**src/rtl/epp_pkg.sv**
```systemverilog
package epp_pkg;
    localparam int EPP_DW = 8;

    localparam logic [2:0] ADR_DATA   = 3'd0;
    localparam logic [2:0] ADR_STATUS = 3'd1;
    localparam logic [2:0] ADR_CTRL   = 3'd2;
    localparam logic [2:0] ADR_EPPADR = 3'd3;
    localparam logic [2:0] ADR_EPPDAT = 3'd4;

    localparam int CB_WRLINE = 0;
    localparam int CB_DSLINE = 1;
    localparam int CB_INIT   = 2;
    localparam int CB_ASLINE = 3;
    localparam int CB_DIR    = 5;

    typedef enum logic [1:0] {
        ST_IDLE   = 2'd0,
        ST_SETUP  = 2'd1,
        ST_STROBE = 2'd2,
        ST_END    = 2'd3
    } cyc_state_e;

    typedef struct packed {
        cyc_state_e        st;
        logic              rd;
        logic              adr;
        logic [EPP_DW-1:0] val;
    } eng_reg_t;

    typedef struct packed {
        logic [EPP_DW-1:0] ctrl;
        logic [EPP_DW-1:0] dlat;
        logic              tmo;
        logic [EPP_DW-1:0] rdata;
    } host_reg_t;
endpackage

```
**src/rtl/epp_sync2.sv**
```systemverilog
module epp_sync2 #(
    parameter int             W       = 1,
    parameter logic [W-1:0]   RST_VAL = '0
) (
    input  logic         clk,
    input  logic         rst_n,
    input  logic [W-1:0] din,
    output logic [W-1:0] dout
);
    logic [W-1:0] s1_d, s1_q, s2_d, s2_q;

    always_comb begin
        s1_d = din;
        s2_d = s1_q;
    end

    always_ff @(posedge clk or negedge rst_n) begin
        if (!rst_n) begin
            s1_q <= RST_VAL;
            s2_q <= RST_VAL;
        end else begin
            s1_q <= s1_d;
            s2_q <= s2_d;
        end
    end

    assign dout = s2_q;
endmodule

```
**src/rtl/epp_wdog.sv**
```systemverilog
module epp_wdog #(
    parameter int LIMIT = 1250
) (
    input  logic clk,
    input  logic rst_n,
    input  logic run,
    input  logic tick,
    output logic expired
);
    localparam int CW = $clog2(LIMIT + 1);
    localparam logic [CW-1:0] LIM = CW'(LIMIT);

    logic [CW-1:0] cnt_d, cnt_q;
    logic          at_lim;

    assign at_lim = (cnt_q == LIM);

    always_comb begin
        cnt_d = cnt_q;
        if (!run) begin
            cnt_d = '0;
        end else if (tick && !at_lim) begin
            cnt_d = cnt_q + 1'b1;
        end
    end

    always_ff @(posedge clk or negedge rst_n) begin
        if (!rst_n) cnt_q <= '0;
        else        cnt_q <= cnt_d;
    end

    assign expired = run && at_lim;
endmodule

```
**src/rtl/epp_engine.sv**
```systemverilog
module epp_engine
    import epp_pkg::*;
(
    input  logic              clk,
    input  logic              rst_n,
    input  logic              start,
    input  logic              start_rd,
    input  logic              start_adr,
    input  logic [EPP_DW-1:0] start_val,
    input  logic              wait_ok,
    input  logic              expired,
    input  logic [EPP_DW-1:0] pd_in,
    output logic              busy,
    output logic              active,
    output logic              abort,
    output logic              rd_done,
    output logic [EPP_DW-1:0] rd_val,
    output logic              nwrite,
    output logic              ndstb,
    output logic              nastb,
    output logic              oe,
    output logic [EPP_DW-1:0] dout
);
    eng_reg_t r_d, r_q;
    logic     strobe_on;

    always_comb begin
        r_d     = r_q;
        abort   = 1'b0;
        rd_done = 1'b0;
        unique case (r_q.st)
            ST_IDLE, ST_END: begin
                if (start) begin
                    r_d.st  = ST_SETUP;
                    r_d.rd  = start_rd;
                    r_d.adr = start_adr;
                    r_d.val = start_val;
                end else begin
                    r_d.st = ST_IDLE;
                end
            end
            ST_SETUP: begin
                r_d.st = ST_STROBE;
            end
            ST_STROBE: begin
                if (wait_ok) begin
                    r_d.st  = ST_END;
                    rd_done = r_q.rd;
                end else if (expired) begin
                    r_d.st  = ST_END;
                    abort   = 1'b1;
                    rd_done = r_q.rd;
                end
            end
            default: r_d.st = ST_IDLE;
        endcase
    end

    always_ff @(posedge clk or negedge rst_n) begin
        if (!rst_n) begin
            r_q.st  <= ST_IDLE;
            r_q.rd  <= 1'b0;
            r_q.adr <= 1'b0;
            r_q.val <= '0;
        end else begin
            r_q <= r_d;
        end
    end

    assign rd_val    = wait_ok ? pd_in : '1;
    assign busy      = (r_q.st == ST_SETUP) || (r_q.st == ST_STROBE);
    assign active    = (r_q.st != ST_IDLE);
    assign strobe_on = (r_q.st == ST_STROBE);
    assign nwrite    = r_q.rd;
    assign oe        = !r_q.rd;
    assign dout      = r_q.val;
    assign ndstb     = !(strobe_on && !r_q.adr);
    assign nastb     = !(strobe_on && r_q.adr);
endmodule

```
**src/rtl/epp_cycle_ctrl.sv**
```systemverilog
module epp_cycle_ctrl
    import epp_pkg::*;
#(
    parameter int TMO_TICKS = 1250
) (
    input  logic              clk,
    input  logic              rst_n,
    input  logic              tick,
    input  logic              host_wr,
    input  logic              host_rd,
    input  logic [2:0]        host_addr,
    input  logic [EPP_DW-1:0] host_wdata,
    output logic [EPP_DW-1:0] host_rdata,
    output logic              host_busy,
    input  logic [EPP_DW-1:0] pd_in,
    output logic [EPP_DW-1:0] pd_out,
    output logic              pd_oe,
    output logic              pp_nwrite,
    output logic              pp_ndstb,
    output logic              pp_nastb,
    output logic              pp_ninit,
    input  logic              pp_nwait
);
    logic              wait_ok, wd_expired;
    logic              eng_busy, eng_active, eng_abort, eng_rd_done;
    logic [EPP_DW-1:0] eng_rd_val, eng_dout;
    logic              eng_nwrite, eng_ndstb, eng_nastb, eng_oe;
    logic              acc, start, is_epp, tmo_q;
    host_reg_t         r_d, r_q;

    epp_sync2 #(.W(1), .RST_VAL(1'b0)) u_sync (
        .clk  (clk),
        .rst_n(rst_n),
        .din  (pp_nwait),
        .dout (wait_ok)
    );

    epp_wdog #(.LIMIT(TMO_TICKS)) u_wdog (
        .clk    (clk),
        .rst_n  (rst_n),
        .run    (eng_busy),
        .tick   (tick),
        .expired(wd_expired)
    );

    epp_engine u_eng (
        .clk      (clk),
        .rst_n    (rst_n),
        .start    (start),
        .start_rd (!host_wr),
        .start_adr(host_addr == ADR_EPPADR),
        .start_val(host_wdata),
        .wait_ok  (wait_ok),
        .expired  (wd_expired),
        .pd_in    (pd_in),
        .busy     (eng_busy),
        .active   (eng_active),
        .abort    (eng_abort),
        .rd_done  (eng_rd_done),
        .rd_val   (eng_rd_val),
        .nwrite   (eng_nwrite),
        .ndstb    (eng_ndstb),
        .nastb    (eng_nastb),
        .oe       (eng_oe),
        .dout     (eng_dout)
    );

    assign acc    = (host_wr || host_rd) && !eng_busy;
    assign is_epp = (host_addr == ADR_EPPADR) || (host_addr == ADR_EPPDAT);
    assign start  = acc && is_epp;

    always_comb begin
        r_d = r_q;
        if (acc && host_wr) begin
            unique case (host_addr)
                ADR_DATA:   r_d.dlat = host_wdata;
                ADR_CTRL:   r_d.ctrl = host_wdata;
                ADR_STATUS: if (host_wdata[0]) r_d.tmo = 1'b0;
                default:    ;
            endcase
        end else if (acc && host_rd) begin
            unique case (host_addr)
                ADR_DATA:   r_d.rdata = pd_in;
                ADR_STATUS: r_d.rdata = {{(EPP_DW-1){1'b0}}, r_q.tmo};
                ADR_CTRL:   r_d.rdata = r_q.ctrl;
                ADR_EPPADR, ADR_EPPDAT: ;
                default:    r_d.rdata = '0;
            endcase
        end
        if (eng_abort)   r_d.tmo   = 1'b1;
        if (eng_rd_done) r_d.rdata = eng_rd_val;
    end

    always_ff @(posedge clk or negedge rst_n) begin
        if (!rst_n) begin
            r_q.ctrl  <= '0;
            r_q.dlat  <= '0;
            r_q.tmo   <= 1'b0;
            r_q.rdata <= '0;
        end else begin
            r_q <= r_d;
        end
    end

    assign tmo_q      = r_q.tmo;
    assign host_rdata = r_q.rdata;
    assign host_busy  = eng_busy;
    assign pp_ninit   = r_q.ctrl[CB_INIT];
    assign pp_nwrite  = eng_active ? eng_nwrite : !r_q.ctrl[CB_WRLINE];
    assign pp_ndstb   = eng_active ? eng_ndstb  : !r_q.ctrl[CB_DSLINE];
    assign pp_nastb   = eng_active ? eng_nastb  : !r_q.ctrl[CB_ASLINE];
    assign pd_oe      = eng_active ? eng_oe     : !r_q.ctrl[CB_DIR];
    assign pd_out     = eng_active ? eng_dout   : r_q.dlat;
endmodule

```
**config.mk**
```make
export PLATFORM = sky130hd
export DESIGN_NAME = epp_cycle_ctrl
export DESIGN_NICKNAME = d
export VERILOG_FILES = /design/src/rtl/epp_pkg.sv /design/src/rtl/epp_sync2.sv /design/src/rtl/epp_wdog.sv /design/src/rtl/epp_engine.sv /design/src/rtl/epp_cycle_ctrl.sv
export SDC_FILE = /design/constraint.sdc
export NUM_CORES = 1
export LEC_CHECK = 0
export BUFFER_PORTS_ARGS = -buffer_cell sky130_fd_sc_hd__buf_4
export CELL_PAD_IN_SITES_DETAIL_PLACEMENT = 0
export CELL_PAD_IN_SITES_GLOBAL_PLACEMENT = 2
export CORE_MARGIN = 2
export CORE_UTILIZATION = 25
export CTS_BUF_LIST = sky130_fd_sc_hd__clkbuf_16
export DETAILED_ROUTE_END_ITERATION = 12
export PLACE_DENSITY_LB_ADDON = 0.05
export SLEW_MARGIN = 40
export SYNTH_ARGS = -nofsm -noshare
export SYNTH_HDL_FRONTEND = slang
export SYNTH_HIERARCHICAL = 1
export SYNTH_SLANG_ARGS = --single-unit
```
**constraint.sdc**
```tcl
create_clock -name clk -period 3.5 [get_ports clk]
set_input_delay 0.175 -clock clk [delete_from_list [all_inputs] [get_ports clk]]
set_output_delay 0.175 -clock clk [all_outputs]
set_load 0.02 [all_outputs]
```
== Word-level counts from Yosys, hierarchy flattened ==
Index checks and enable logic that the tools add are counted.
Word-level totals
  bits in registers: 50
  input bits: 25
  output and inout bits: 22
Cells by class
  $add $sub $neg: 1
  equality and inequality tests: 12
  multiplexer cells: 26
  reductions and logical operators: 36
Operators with widths (count)
  2-to-1 mux 8 bit: 5
  one-hot mux 8 bit (4 select lines): 1
  2-to-1 mux 11 bit: 2
  2-to-1 mux 1 bit: 15
  adder 11 x 1 -> 11 bit (second input constant): 1
  == test 11 bit (second input constant): 1
  zero test 1 bit: 11
  nonzero test 2 bit: 5
  logical AND 1 bit: 8
  == test 3 x 2 -> 1 bit (second input constant): 2
  inequality test 2 bit (second input constant): 3
  one-hot mux 2 bit (3 select lines): 1
  AND reduction 2 bit: 3
  AND reduction 3 bit: 2
  == test 2 bit (second input constant): 2
  2-to-1 mux 2 bit: 2
  OR reduction 2 bit: 2
  == test 3 x 1 -> 1 bit (second input constant): 1
  == test 3 bit (second input constant): 1
  zero test 3 bit: 1
  logical OR 1 bit: 3
  inequality test 3 x 2 -> 1 bit (second input constant): 1
  == test 2 x 1 -> 1 bit (second input constant): 1
  zero test 2 bit: 1

== Depth between registers and ports, before layout ==
  depth after elaboration: 8
  gate-level depth with buffers: 9
  mapped depth without buffers: 8

== By module ==
The synthesis kept the hierarchy.
By module, submodules not included
  epp_cycle_ctrl: instances 1, cells each 121, area an instance 1462.7 um^2
  epp_engine: instances 1, cells each 57, area an instance 709.4 um^2
  epp_wdog: instances 1, cells each 68, area an instance 641.9 um^2
  epp_sync2: instances 1, cells each 2, area an instance 50.0 um^2

== Worst setup path before layout ==
Ideal clock, no wire load.
  path kind: register to register
  from: reg u_eng/r_q[11] (netlist bit)
  to: reg r_q, in the netlist host_rdata[0]
  library setup time: 0.123 ns
  arrival time: 2.776 ns
  data required time: 3.377 ns
  setup slack: 0.601 ns
  cell stages (with the launch flop): 10
  path buffers: 2
  clock period less this slack: 2.899 ns
  path through: dfrtp_1 > inv_1 > ha_1 > clkbuf_2 > clkinv_1 > nor4_1 > o211a_1 > clkbuf_1 > mux2i_1 > o2bb2ai_1
Between the ends
  longest elaborated chain between the ends: 8
  elaborated cells between the ends (all ways): 16
RTL lines
  from (decl): RTL line epp_engine.sv:24  | eng_reg_t r_d, r_q;
  from (signal assigned): RTL line epp_engine.sv:66  | r_q <= r_d;
  == test 2 x 1 -> 1 bit / == test 2 bit (equally long branches): RTL line epp_engine.sv:71  | assign busy = (r_q.st == ST_SETUP) || (r_q.st == ST_STROBE);
  logical OR 1 bit (*): RTL line epp_engine.sv:71
  via host_busy: RTL line epp_cycle_ctrl.sv:14  | output logic host_busy,
  logical AND 1 bit (*): RTL line epp_wdog.sv:32  | assign expired = run && at_lim;
  via wd_expired: RTL line epp_cycle_ctrl.sv:24  | logic wait_ok, wd_expired;
  2-to-1 mux 1 bit (*): RTL line epp_engine.sv:49  | end else if (expired) begin
  2-to-1 mux 1 bit (*): RTL line epp_engine.sv:46  | if (wait_ok) begin
  2-to-1 mux 1 bit (*): RTL line epp_engine.sv:31  | unique case (r_q.st)
  via eng_rd_done: RTL line epp_cycle_ctrl.sv:25  | logic eng_busy, eng_active, eng_abort, eng_rd_done;
  inequality test 2 bit (no line) / nonzero test 2 bit (equally long branches)
  AND reduction 3 bit (no line)
  to (signal assigned): RTL line epp_cycle_ctrl.sv:101  | r_q <= r_d;
  to (decl): RTL line epp_cycle_ctrl.sv:29  | host_reg_t r_d, r_q;
The timed path passes the listed nets; every way through them passes the cells marked *.
A chain may end at the register's enable or synchronous reset.

== Worst setup path after layout ==
  from: reg u_eng/r_q[11] (netlist bit)
  to: reg r_q, in the netlist host_rdata[3]
Between the ends
  longest elaborated chain between the ends: 8
  elaborated cells between the ends (all ways): 16
RTL lines (RTL line)
  == test 2 x 1 -> 1 bit / == test 2 bit (equally long branches): epp_engine.sv:71
  logical OR 1 bit (*): epp_engine.sv:71
  logical AND 1 bit (*): epp_wdog.sv:32
  via wd_expired: epp_cycle_ctrl.sv:24
  2-to-1 mux 1 bit (*): epp_engine.sv:49
  2-to-1 mux 1 bit (*): epp_engine.sv:46
  2-to-1 mux 1 bit (*): epp_engine.sv:31
  via eng_rd_done: epp_cycle_ctrl.sv:25
  inequality test 2 bit (no line) / nonzero test 2 bit (equally long branches)
  AND reduction 3 bit (no line)
Marks and branches as above.

==> run summary <==
Tot Pwr -> 2780 uW
First-pass GRT wire length -> 11900 um
Area share of the largest cell type after synthesis -> 43.7%
NumNets Final -> 310
Final min period -> 2.90 ns
Vias per cell -> 4.58
Tcrit/Tclk final -> 82.9%
Pins Over Slew Limit -> 0
# hold bufs at CTS -> 2
Synth Warn # -> 6
Placed inst area -> 3220 sq um
Vias -> 1943
Total iterations of the first detailed-routing run -> 4
Peak supply drop -> 0.352 mV
WL/cell -> 17.0 um
Vias in the first global route -> 2075
Worst-path clk slew -> 0.08 ns
FFs w/ async S/R, synth -> 100%
Worst EP required -> 3.66 ns
Number of flops mapped to enable cells by yosys -> 0
CTS tree -> built
Clk buf depth -> 2
Number of CTS-inserted buffers -> 5
Most common cell in the netlist -> dfrtp_1
Cell area after layout -> 3390 sq um
Max Freq -> 0.345 GHz
Cell count after synthesis -> 248
Die Span X -> 111 um
CP Data Arrival Time -> 3.06 ns
Clk sinks -> 50
RSZ-0062 raised after global routing -> no
Post-route ant nets -> 0
MaxCap Viol Count -> 0
Power per cell area -> 820 nW/um^2
Area of the mapped netlist -> 2860 sq um
Antenna violations before repair -> 0
Least-Margin Pin Slew -> 0.818 ns
Setup Fix Bufs, Post-CTS -> 0
Std-Cell Core Area -> 11300 sq um
P_leak -> 0.00148 uW
Post-CTS resize count -> 0
DR DRC count -> 0
Ys flop type -> dfrtp_1
Yosys top cell by area -> dfrtp_1
Initial Util -> 25.3%
Startpoint types -> register
CP Class -> reg2reg
Die Ht -> 111 um
1st-iter DRT viols -> 81
H-Tree Depth -> 2
DP Wirelength -> 4840 um
Root Driver -> clkbuf_16
Share of post-route cells with drive strength above 1 -> 38.4%
Total grt overflow -> 0
Fin Hold WS -> 0.127 ns
Drt total wl -> 7210 um
Syn nets -> 278
Final Hold Viols -> 0
Outcome -> complete, no violations
Clock Latency Late Sink -> 0.30 ns
GPL Wtd Cong -> 0.677
Die area -> 12300 sq um
Row count -> 39
Mean Syn Cell Area -> 11.5 sq um
PortBufs -> 46
Pin count of the biggest net entering global routing -> 51
Path type of the worst min-delay path -> in2reg
N_diodes -> 0
Top cells by count, synth -> 50 x dfrtp_1, 23 x mux2_2, 18 x mux2_4, 18 x nand2b_1, 16 x buf_4
Clock Skew -> 0.0109 ns
Max_slew headroom -> 45.2%
Synth unique cells -> 47
Ports -> 47
Area grow syn2layout -> 18.5%
Critical Path End Type -> register
Final setup TNS -> 0 ns
GRT Util Overall -> 12.2%
Top post-synthesis cells by area -> dfrtp_1 44%, mux2_4 9.4%, mux2_2 9.0%, buf_4 4.2%, nand2b_1 3.9%
Final setup violation count -> 0
Seq/Total Area, Yosys -> 43.7%
CP Max Fanout -> 16
FF+latch count, synth -> 50
==> routing by layer <==
| metal | track usage (%) | vias up | wire [um] | part of all wire (%) |
|---|---|---|---|---|
| li1 | - | 950 | - | - |
| met5 | 0 | - | 0 | 0 |
| met3 | 2.46 | 5 | 271 | 3.8 |
| met2 | 18.2 | 37 | 2990 | 41 |
| met1 | 18.1 | 951 | 3870 | 54 |
| met4 | 3.21 | 0 | 84 | 1.2 |
==> power by group <==
| part | total (uW) | internal [uW] | switching [uW] |
|---|---|---|---|
| Sequential | 950 | 792 | 158 |
| Combinational | 1320 | 650 | 668 |
| Clock | 516 | 272 | 243 |
==> kinds of logic (layout without fill, tap and decap cells) <==
family,count (synthesis),count (layout),synth area share (%)
adders and majority gates,5,5,2.18
buffers and inverters,33,66,7.38
AOI/OAI and AO/OA,36,36,8.48
xor gates and xnor gates,2,2,0.612
muxes,47,47,20.6
DFF,50,50,43.7
and+or+nand+nor,75,75,17.0
==> worst paths after layout <==
kind | slack, ns | from | cells after the start | to
setup / recovery | 0.60 | u_eng/r_q[11] | 8 | host_rdata[3]
hold / removal | 0.13 | host_wdata[3] | 2 | r_q[12]
setup reg to reg | 0.60 | u_eng/r_q[11] | 8 | host_rdata[3]
hold reg to reg | 0.35 | u_sync/s1_q | 0 | u_sync/dout
max in group asynchronous | 2.57 | rst_n | 2 | r_q[22]
min in group asynchronous | 0.47 | rst_n | 2 | u_wdog/cnt_q[3]
==> metrics by stage <==
step	util [%]	worst slack, ns	cells
6_report	30.0	0.600	424
5_1_grt	30.0	0.291	424
4_1_cts	30.0	0.550	424
3_5_place_dp	28.5	0.554	414
3_3_place_gp	28.5	0.682	414
2_1_floorplan	-	0.601	248
==> registers in the layout, summed over array words and instances (netlist names) <==
| signal | cells |
|---|---|
| u_eng/r_q | 3 |
| pp_ninit | 1 |
| u_sync/s1_q | 1 |
| u_sync/dout | 1 |
| tmo_q | 1 |
| host_rdata | 8 |
| u_eng/nwrite | 1 |
| r_q | 15 |
| u_eng/dout | 8 |
| u_wdog/cnt_q | 11 |
==> cells in the final DEF (no fill, tap or decap), types with 2 or more instances in the layout <==
master         count
dfrtp_1           50
buf_4             48
mux2_2            23
nand2b_1          18
mux2_4            18
o21ai_0           15
nand2_1           13
inv_1              7
a32oi_1            7
nor2_1             6
mux2i_1            5
clkbuf_16          5
ha_1               5
nand3_1            5
a21oi_1            5
nand4_1            4
or4_1              4
nor4_1             3
or3_1              3
o31ai_1            3
and3b_1            2
nor3b_1            2
nor3_1             2
nor2b_2            2
inv_6              2
dlygate4sd3_1      2
xor2_1             2
==> cell type report <==
type                       count  area (sq um)
fill                        1216          7930
multi-input combinational    165          1400
sequential                    50          1250
timing repair buffer          50           380
tap                          143           179
clock buffer                   5           125
inverter                       8          30.0
clock inverter                 3          26.3
==> worst max-delay path, stage by stage (launching register included) <==
cell      delay [ns]
dfrtp_1         0.39
inv_1           0.06
ha_1            0.29
clkinv_1        0.26
nor4_1          0.68
o211a_1         0.60
nor4b_4         0.18
a32oi_1         0.20
o21ai_0         0.11
No activity file was read; power rests on OpenSTA's default activity.
